File: config.mk
export PLATFORM = sky130hd
export DESIGN_NAME = xnor_cam
export DESIGN_NICKNAME = d
export VERILOG_FILES = /design/src/rtl/xcam_pkg.sv /design/src/rtl/xcam_popcnt.sv /design/src/rtl/xcam_rows.sv /design/src/rtl/xcam_beat_best.sv /design/src/rtl/xnor_cam.sv
export SDC_FILE = /design/constraint.sdc
export NUM_CORES = 1
export LEC_CHECK = 0
export ABC_AREA = 0
export BUFFER_PORTS_ARGS = -buffer_cell sky130_fd_sc_hd__buf_4
export CAP_MARGIN = 20
export CORE_AREA = 8 8 277 145
export DETAILED_ROUTE_END_ITERATION = 10
export DIE_AREA = 0 0 285 153
export GPL_TIMING_DRIVEN = 0
export HOLD_SLACK_MARGIN = 0.03
export PLACE_DENSITY = 0.89
export SLEW_MARGIN = 10
export SYNTH_ARGS = -nofsm -noshare
export SYNTH_HDL_FRONTEND = slang
export SYNTH_SLANG_ARGS = --single-unit
File: constraint.sdc
create_clock -name clk -period 18.81 [get_ports clk]
set_input_delay 2.8215 -clock clk [delete_from_list [all_inputs] [get_ports clk]]
set_output_delay 2.8215 -clock clk [all_outputs]
set_load 0.05 [all_outputs]
File: src/rtl/xcam_pkg.sv
package xcam_pkg;
    typedef enum logic [1:0] {
        ST_IDLE = 2'd0,
        ST_SCAN = 2'd1,
        ST_HOLD = 2'd2
    } xcam_state_e;
endpackage

File: src/rtl/xcam_popcnt.sv
module xcam_popcnt #(
    parameter int W   = 32,
    parameter int GRP = 8,
    parameter int CW  = $clog2(W + 1)
) (
    input  logic [W-1:0]  bits,
    output logic [CW-1:0] count
);
    localparam int NG = (W + GRP - 1) / GRP;
    localparam int GW = $clog2(GRP + 1);

    logic [NG*GW-1:0] part_flat;

    // Each group of GRP bits is counted on its own; the partial counts are added afterwards.
    for (genvar g = 0; g < NG; g++) begin : g_grp
        localparam int LO = g * GRP;
        localparam int HI = (LO + GRP > W) ? W : LO + GRP;
        logic [GW-1:0] cnt_g;
        always_comb begin
            cnt_g = '0;
            for (int b = LO; b < HI; b++) begin
                cnt_g = cnt_g + GW'(bits[b]);
            end
        end
        assign part_flat[g*GW +: GW] = cnt_g;
    end

    always_comb begin
        count = '0;
        for (int g = 0; g < NG; g++) begin
            count = count + CW'(part_flat[g*GW +: GW]);
        end
    end
endmodule

File: src/rtl/xcam_rows.sv
module xcam_rows #(
    parameter int ROWS   = 10,
    parameter int HB     = 32,
    parameter int LANES  = 4,
    parameter int AW     = 4,
    parameter int BW     = 2
) (
    input  logic                       clk,
    input  logic                       rst_n,
    input  logic                       we,
    input  logic [AW-1:0]              waddr,
    input  logic [HB-1:0]              wdata,
    input  logic [BW-1:0]              beat,
    output logic [LANES-1:0][HB-1:0]   lane_rows,
    output logic [LANES-1:0]           lane_ok
);
    logic [HB-1:0] mem [ROWS];

    always_ff @(posedge clk) begin
        if (!rst_n) begin
            for (int r = 0; r < ROWS; r++) begin
                mem[r] <= '0;
            end
        end else if (we && (int'(waddr) < ROWS)) begin
            mem[waddr] <= wdata;
        end
    end

    for (genvar l = 0; l < LANES; l++) begin : g_lane
        int row_i;
        always_comb begin
            row_i = int'(beat) * LANES + l;
            lane_ok[l] = (row_i < ROWS);
            lane_rows[l] = lane_ok[l] ? mem[row_i[AW-1:0]] : '0;
        end
    end
endmodule

File: src/rtl/xcam_beat_best.sv
module xcam_beat_best #(
    parameter int LANES = 4,
    parameter int HB    = 32,
    parameter int GRP   = 8,
    parameter int CW    = 6,
    parameter int AW    = 4,
    parameter int BW    = 2
) (
    input  logic [HB-1:0]              query,
    input  logic [LANES-1:0][HB-1:0]   lane_rows,
    input  logic [LANES-1:0]           lane_ok,
    input  logic [BW-1:0]              beat,
    output logic [AW-1:0]              b_idx,
    output logic [CW-1:0]              b_score
);
    logic [LANES-1:0][CW-1:0] lane_score;

    for (genvar l = 0; l < LANES; l++) begin : g_score
        xcam_popcnt #(.W(HB), .GRP(GRP), .CW(CW)) u_pop (
            .bits  (~(query ^ lane_rows[l])),
            .count (lane_score[l])
        );
    end

    // Lowest lane first; a later lane wins only with a strictly greater score.
    always_comb begin
        logic found;
        found   = 1'b0;
        b_idx   = '0;
        b_score = '0;
        for (int l = 0; l < LANES; l++) begin
            if (lane_ok[l] && (!found || (lane_score[l] > b_score))) begin
                found   = 1'b1;
                b_score = lane_score[l];
                b_idx   = AW'(int'(beat) * LANES + l);
            end
        end
    end
endmodule

File: src/rtl/xnor_cam.sv
module xnor_cam
    import xcam_pkg::*;
#(
    parameter int NUM_ROWS  = 10,
    parameter int HASH_BITS = 32,
    parameter int LANES     = 4,
    parameter int POP_GROUP = 8,
    parameter int IDX_W     = (NUM_ROWS > 1) ? $clog2(NUM_ROWS) : 1,
    parameter int SCORE_W   = $clog2(HASH_BITS + 1)
) (
    input  logic                  clk,
    input  logic                  rst_n,
    input  logic                  wr_valid,
    output logic                  wr_ready,
    input  logic [IDX_W-1:0]      wr_addr,
    input  logic [HASH_BITS-1:0]  wr_hash,
    input  logic                  q_valid,
    output logic                  q_ready,
    input  logic [HASH_BITS-1:0]  q_hash,
    output logic                  res_valid,
    input  logic                  res_ready,
    output logic [IDX_W-1:0]      res_idx,
    output logic [SCORE_W-1:0]    res_score
);
    localparam int NBEATS = (NUM_ROWS + LANES - 1) / LANES;
    localparam int BEAT_W = (NBEATS > 1) ? $clog2(NBEATS) : 1;

    xcam_state_e state, state_nx;
    logic [BEAT_W-1:0]            beat;
    logic [HASH_BITS-1:0]         q_reg;
    logic [IDX_W-1:0]             best_idx;
    logic [SCORE_W-1:0]           best_score;
    logic [LANES-1:0][HASH_BITS-1:0] lane_rows;
    logic [LANES-1:0]             lane_ok;
    logic [IDX_W-1:0]             beat_idx;
    logic [SCORE_W-1:0]           beat_score;
    logic                         wr_fire, q_fire, last_beat;

    assign wr_fire   = wr_valid && wr_ready;
    assign q_fire    = q_valid && q_ready;
    assign last_beat = (beat == BEAT_W'(NBEATS - 1));

    xcam_rows #(
        .ROWS(NUM_ROWS), .HB(HASH_BITS), .LANES(LANES), .AW(IDX_W), .BW(BEAT_W)
    ) u_rows (
        .clk       (clk),
        .rst_n     (rst_n),
        .we        (wr_fire),
        .waddr     (wr_addr),
        .wdata     (wr_hash),
        .beat      (beat),
        .lane_rows (lane_rows),
        .lane_ok   (lane_ok)
    );

    xcam_beat_best #(
        .LANES(LANES), .HB(HASH_BITS), .GRP(POP_GROUP), .CW(SCORE_W),
        .AW(IDX_W), .BW(BEAT_W)
    ) u_best (
        .query     (q_reg),
        .lane_rows (lane_rows),
        .lane_ok   (lane_ok),
        .beat      (beat),
        .b_idx     (beat_idx),
        .b_score   (beat_score)
    );

    always_comb begin
        state_nx = state;
        unique case (state)
            ST_IDLE: if (q_fire)    state_nx = ST_SCAN;
            ST_SCAN: if (last_beat) state_nx = ST_HOLD;
            ST_HOLD: if (res_ready) state_nx = ST_IDLE;
            default:                state_nx = ST_IDLE;
        endcase
    end

    always_ff @(posedge clk) begin
        if (!rst_n) state <= ST_IDLE;
        else        state <= state_nx;
    end

    always_ff @(posedge clk) begin
        if (!rst_n) begin
            beat       <= '0;
            q_reg      <= '0;
            best_idx   <= '0;
            best_score <= '0;
        end else begin
            unique case (state)
                ST_IDLE: begin
                    if (q_fire) begin
                        q_reg <= q_hash;
                        beat  <= '0;
                    end
                end
                ST_SCAN: begin
                    beat <= last_beat ? '0 : beat + 1'b1;
                    if ((beat == '0) || (beat_score > best_score)) begin
                        best_idx   <= beat_idx;
                        best_score <= beat_score;
                    end
                end
                ST_HOLD: ;
                default: ;
            endcase
        end
    end

    always_comb begin
        wr_ready  = 1'b0;
        q_ready   = 1'b0;
        res_valid = 1'b0;
        unique case (state)
            ST_IDLE: begin
                wr_ready = 1'b1;
                q_ready  = !wr_valid;
            end
            ST_SCAN: ;
            ST_HOLD: begin
                wr_ready  = 1'b1;
                res_valid = 1'b1;
            end
            default: ;
        endcase
    end

    assign res_idx   = best_idx;
    assign res_score = best_score;
endmodule

# == After elaboration in Yosys (flattened, before gate mapping) ==
# Memory sizes are Yosys's and may differ from the RTL's. A register that Yosys moved wholly into a read port is not among the register bits.
# Cells that the tools add are included.
# word_totals
reg_bits,46
ramBits,320
in_bits,73
output_inout_bits,13
wordCells,214
n_memories,1
# memory_table
name,words,width,rd,rd_ports_with_merged_regs,write_ports,line_no,text
u_rows.mem,10,32,4,1,10,xcam_rows.sv:17,logic [HB-1:0] mem [ROWS];
# op_classes
add_sub_neg,128
order_cmp,9
eq_ne,6
n_mux,34
bitwise,8
reduce_logical,23
# ops
op,n
$add 4x1->4,64
$mux 32,5
$not 32->32,4
$xor 32x32->32,4
$lt 32x5->1 const B,3
$add 3x1->4,16
$add 2x1->3,16
$add 1x1->2,16
$reduce_or 32->1,1
$mux 4,7
$add 5x4->6,4
$add 6x4->6,4
$gt 6x6->1,4
$mux 6,4
$add 4x4->5,4
$mux 1,11
$add 4x2->5 const B,2
$mux 2,5
$lt 4x4->1 const B,2
$logic_and 1x1->1,6
$ne 2x2->1 const B,3
$pmux 2 s3,1
$reduce_and 2->1,3
$add 4x1->5 const B,1
10 further kinds,18

# == Logic depth before layout (Yosys ltp) ==
# logic_depth
ltp_word,30
ltp_mapped,50
mapped_depth_nobuf,45

# == By module ==
# From an unflattened synthesis, not the netlist that was laid out.
# hier_totals
cells_unflattened,2072
hier_area_um2,24474.7
# modules_own_cells
mod,n_inst,cells_each,area_each_um2,seq_area_each_um2
xcam_rows,1,1098,16206.8,9609.2
xcam_popcnt,4,119,1046.0,0.0
xcam_beat_best,1,269,2124.5,0.0
xnor_cam,1,229,1959.4,920.9

# == Least setup slack after synthesis ==
# No wires, ideal clock.
# synth_path
kind,register -> register
from,register (tool-made name)
to,"register best_idx[1], in the netlist res_idx[1]"
setup_ps,88
t_arrival_ps,11204
required_ps,18722
path_slack_ps,7518
stages_incl_launch_ff,48
n_path_buf,5
period_less_slack_ps,11292
cell_sequence,dfxtp_1 -> clkbuf_1 -> buf_2 -> mux4_2 -> nand2_1 -> xor2_1 -> fa_1 -> inv_1 -> fa_1 -> fa_1 -> fa_1 -> fa_1 -> fa_1 -> inv_1 -> ha_1 -> inv_1 -> fa_1 -> nor2b_1 -> [... 12 more ...] -> o31ai_4 -> buf_4 -> mux2i_1 -> ha_1 -> and3_4 -> a21boi_1 -> o31ai_2 -> buf_4 -> nand2_1 -> a211oi_1 -> a211oi_1 -> ha_1 -> o21ai_0 -> nor2_1 -> o32a_1 -> o21a_1 -> buf_6 -> a311oi_2
# synth_lines
element,line_no,text
"end signal, assigned",xnor_cam.sv:100,best_idx <= beat_idx;
"end, declared",xnor_cam.sv:31,logic [IDX_W-1:0] best_idx;

# == Worst setup path in the final report ==
# layout_path
from,register beat[1]
to,"register best_score[0], in the netlist res_score[0]"
# layout_via
elab_chain_len,30
word_cells_on_any_way,167
classes_between,add/sub: 127; order compare: 8; mux: 11; bitwise: 8; reduce/logical: 12; memory: 1
# layout_rtl
element,line_no,text
"start, declared",xnor_cam.sv:29,logic [BEAT_W-1:0] beat;
"start signal, assigned",xnor_cam.sv:98,beat <= last_beat ? '0 : beat + 1'b1;
$add 4x1->5 / $lt 4x4->1 (equally long branches),-,
"$lt 32x5->1, or another cell as far along",xcam_rows.sv:33,lane_ok[l] = (row_i < ROWS);
$mux 32 / $xor 32x32->32 (equally long branches),"xcam_rows.sv:34, xcam_beat_best.sv:20",
$xor 32x32->32 / $not 32->32 (equally long branches),xcam_beat_best.sv:20,".bits (~(query ^ lane_rows[l])),"
$not 32->32 / $add 1x1->2 (equally long branches),"xcam_beat_best.sv:20, xcam_popcnt.sv:22",
$add 1x1->2 / $add 2x1->3 (equally long branches),xcam_popcnt.sv:22,cnt_g = cnt_g + GW'(bits[b]);
$add 2x1->3 / $add 3x1->4 (equally long branches),xcam_popcnt.sv:22,
$add 3x1->4 / $add 4x1->4 (equally long branches),xcam_popcnt.sv:22,
[... 15 more ...],-,
$gt 6x6->1 / $logic_not 1->1 (equally long branches),xcam_beat_best.sv:32,if (lane_ok[l] && (!found || (lane_score[l] > b_score))) begin
$logic_or 1x1->1,xcam_beat_best.sv:32,
$logic_and 1x1->1,xcam_beat_best.sv:32,
$mux 6 *,xcam_beat_best.sv:32,
net beat_score[4],xnor_cam.sv:36,logic [SCORE_W-1:0] beat_score;
$gt 6x6->1 *,xnor_cam.sv:99,if ((beat == '0) || (beat_score > best_score)) begin
$logic_or 1x1->1 *,xnor_cam.sv:99,
$reduce_and 2->1 (no line) *,-,
"end signal, assigned",xnor_cam.sv:101,best_score <= beat_score;
"end, declared",xnor_cam.sv:32,logic [SCORE_W-1:0] best_score;
# The timed path passes the listed nets; every way through them passes the cells marked *.
# A chain may end at the register's enable or synchronous reset.

==> results.sh <==
export IMPL_synth_compound_area_share_pct=4.36
export IMPL_cp_start_kind="register"
export IMPL_post_route_period_util_pct=73.7
export IMPL_drt_drc_violations_left=0
export IMPL_vias=15100
export IMPL_hold_path_class="reg2reg"
export IMPL_r2r_start="beat[1]"
export IMPL_synth_edf_count=352
export IMPL_fmax_ghz=0.0722
export IMPL_top_usage_layer="met2"
export IMPL_rsz0062_at_grt="no"
export IMPL_stdcell_area_sq_um=24200
export IMPL_async_reset_ff_share_pct=0
export IMPL_synth_seq_area_share_pct=53.6
export IMPL_seq_area_sq_um=11500
export IMPL_initial_utilization_pct=58.9
export IMPL_first_global_vias=15200
export IMPL_holdCritStartpoint="res_score[5]"
export IMPL_firstDrtPassIters=6
export IMPL_cts_made_buffers=36
export IMPL_postPlaceCellArea_sq_um=23000
export IMPL_setup_viol_count_final=0
export IMPL_via_per_inst=6.01
export IMPL_r2r_end="res_score[0]"
export IMPL_grt_usage_pct=28.6
export IMPL_synthSimpleGateAreaFrac_pct=11.5
export IMPL_use_met1_pct=38.7
export IMPL_slowest_stage="clkbuf_1"
export IMPL_gp_congestion=1.00
export IMPL_tns_ns=0
export IMPL_syn_cell_area_sq_um=21500
export IMPL_dpl_hpwl_um=47900
export IMPL_synth_xor_area_share_pct=5.58
export IMPL_drt_iter0_markers=2222
export IMPL_grt_overflow_total=0
export IMPL_largest_reg_flops=352
export IMPL_fp_dieH_um=153
export IMPL_cts_hold_buf=0
export IMPL_crit_required_ns=19.23
export IMPL_clock_sinks=400
export IMPL_skew_ns=0.0184
export IMPL_drive_gt1_share_pct=12.7
export IMPL_num_io_pins=86
export IMPL_synth_seq_cells=400
export IMPL_cap_violations=0
export IMPL_dieArea_sq_um=43600
export IMPL_synthAdderAreaFrac_pct=12.0
export IMPL_grt_pass1_wl_um=92700
export IMPL_hold_viol_final=0
export IMPL_postCtsResizedCells=0
export IMPL_fillers=2645
export IMPL_cts_tree="yes"
export IMPL_clock_path_buffers=3
export IMPL_antenna_found_initial=1
export IMPL_layout_min_cycle_time_ns=13.86
export IMPL_htreeDepth=2
export IMPL_syn_mean_instance_area_sq_um=11.8
export IMPL_hold_end="res_score[5]"
export IMPL_synth_top_family_by_area="adder cells"
export IMPL_min_path_cells=2
export IMPL_synthCells=1827
export IMPL_mostFrequentLayoutCell="nor2_1"
export IMPL_core_sq_um=36500
export IMPL_syn_to_final_growth_pct=12.4
export IMPL_status="finished, final reports clean"
export IMPL_reg2reg_slack_ns=4.95
export IMPL_drt_total_wl_um=63600
export IMPL_relSlewSlack_pct=22.3
export IMPL_yosys_warnings=0
export IMPL_crit_top_cell="fa_1"
export IMPL_path_class="reg2reg"
export IMPL_worst_skew_pair_late_latency_ns=0.56
export IMPL_fp_dieW_um=285
export IMPL_post_cts_buffers=0
export IMPL_routedWlPerCell_um=25.4
export IMPL_worstMarginPinSlew_ns=1.17
export IMPL_grt_max_degree=33
export IMPL_arrival_ns=14.28
export IMPL_path_max_fanout=10
export IMPL_cts_root_buffer="clkbuf_16"
export IMPL_slew_viol_final=0
export IMPL_antenna_cells=0
export IMPL_reg2reg_depth=47
export IMPL_end_kind="register"
export IMPL_final_nets=2207
export IMPL_ant_nets=0
export IMPL_placement_rows=50
export IMPL_synthMuxAreaShare_pct=8.01
export IMPL_synthFlopType="edfxtp_1"
export IMPL_clk_pin_slew_ns=0.07
export IMPL_synth_cell_types=62
export IMPL_met3_usage_pct=14.4
export IMPL_portBuffers=84
export IMPL_layout_common_cells="nor2_1, edfxtp_1, nand2_1, inv_1, mux2i_1"
export IMPL_slowest_delay_ns=0.74
export IMPL_use_met2_pct=40.9
export IMPL_multi_input_area_sq_um=9050
final cells by class:
cell class,count,share of cell area [%]
Inverter,131,2.03
Timing Repair Buffer,90,3.20
Clock buffer,41,3.85
Buffer,116,2.36
Clock inverter,23,0.859
Sequential cell,400,47.7
Multi-Input combinational cell,1211,37.4
Tap cell,494,2.56
synth_stat cells, drive strengths merged, types with 5 or more instances:
| cell | instances | area, sq um |
|---|---|---|
| a31oi | 6 | 58.8 |
| mux2i | 100 | 1000 |
| nand2 | 170 | 661 |
| a21oi | 74 | 370 |
| dfxtp | 48 | 961 |
| nand3 | 8 | 40.0 |
| xor2 | 45 | 394 |
| nand2b | 5 | 31.3 |
| inv | 131 | 492 |
| nor3 | 5 | 25.0 |
| a21o | 6 | 45.0 |
| mux4 | 32 | 721 |
| nor2b | 9 | 56.3 |
| o21ai | 21 | 105 |
| nor2 | 396 | 1490 |
| xnor2 | 92 | 806 |
| and2 | 5 | 31.3 |
| ha | 52 | 651 |
| clkbuf | 28 | 105 |
| nand4 | 5 | 31.3 |
| edfxtp | 352 | 10600 |
| fa | 96 | 1920 |
| buf | 88 | 465 |
through the flow:
stage / cells / setup WS [ns] / hold slack (ns) / util [%]
after floorplan: 1858 / 7.52 / 0.586 / -
after global placement: 2436 / 5.75 / 0.484 / 62.6
after detailed placement: 2442 / 5.52 / 0.491 / 63.1
after CTS: 2506 / 5.40 / 0.503 / 66.2
after global routing: 2506 / 4.40 / 0.524 / 66.2
final: 2506 / 4.95 / 0.507 / 66.2
worst max-delay path: cells and delay by family, from the launching register on:
family / cells / cell delay, ns
buf+inv: 7 / 2.06
compound gates: 17 / 3.64
fa+ha+maj: 12 / 5.25
xor+xnor: 2 / 0.60
mux: 1 / 0.24
flops: 1 / 0.49
simple gates: 8 / 1.43
metal layers:
| layer | share of wire (%) | up-vias | wire (um) |
|---|---|---|---|
| li1 | - | 6416 | - |
| met2 | 41 | 1188 | 26300 |
| met4 | 2.5 | 2 | 1590 |
| met5 | 0.011 | - | 7 |
| met3 | 18 | 137 | 11500 |
| met1 | 38 | 7321 | 24200 |
kinds of logic (layout without fill, tap and decap cells):
logic type	count (synthesis)	after routing
compound gates	145	145
xor+xnor	137	137
fa+ha+maj	148	148
buf+inv	247	401
flops	400	400
mux	132	132
other cells	1	32
simple gates	617	617
how the worst max path moves through the flow:
stage                  start            to  slack, ns  cells after the start
floorplan           register    res_idx[1]       7.52                     47
global placement     beat[1]    res_idx[1]       5.75                     48
detailed placement   beat[1]  res_score[0]       5.52                     47
CTS                  beat[1]  res_score[0]       5.40                     47
global route         beat[1]  res_score[0]       4.40                     49
finish               beat[1]  res_score[0]       4.95                     47
Power is left out: the tool's default activity adds up to more than one toggle a clock period on the data nets, which glitch-free logic cannot reach.
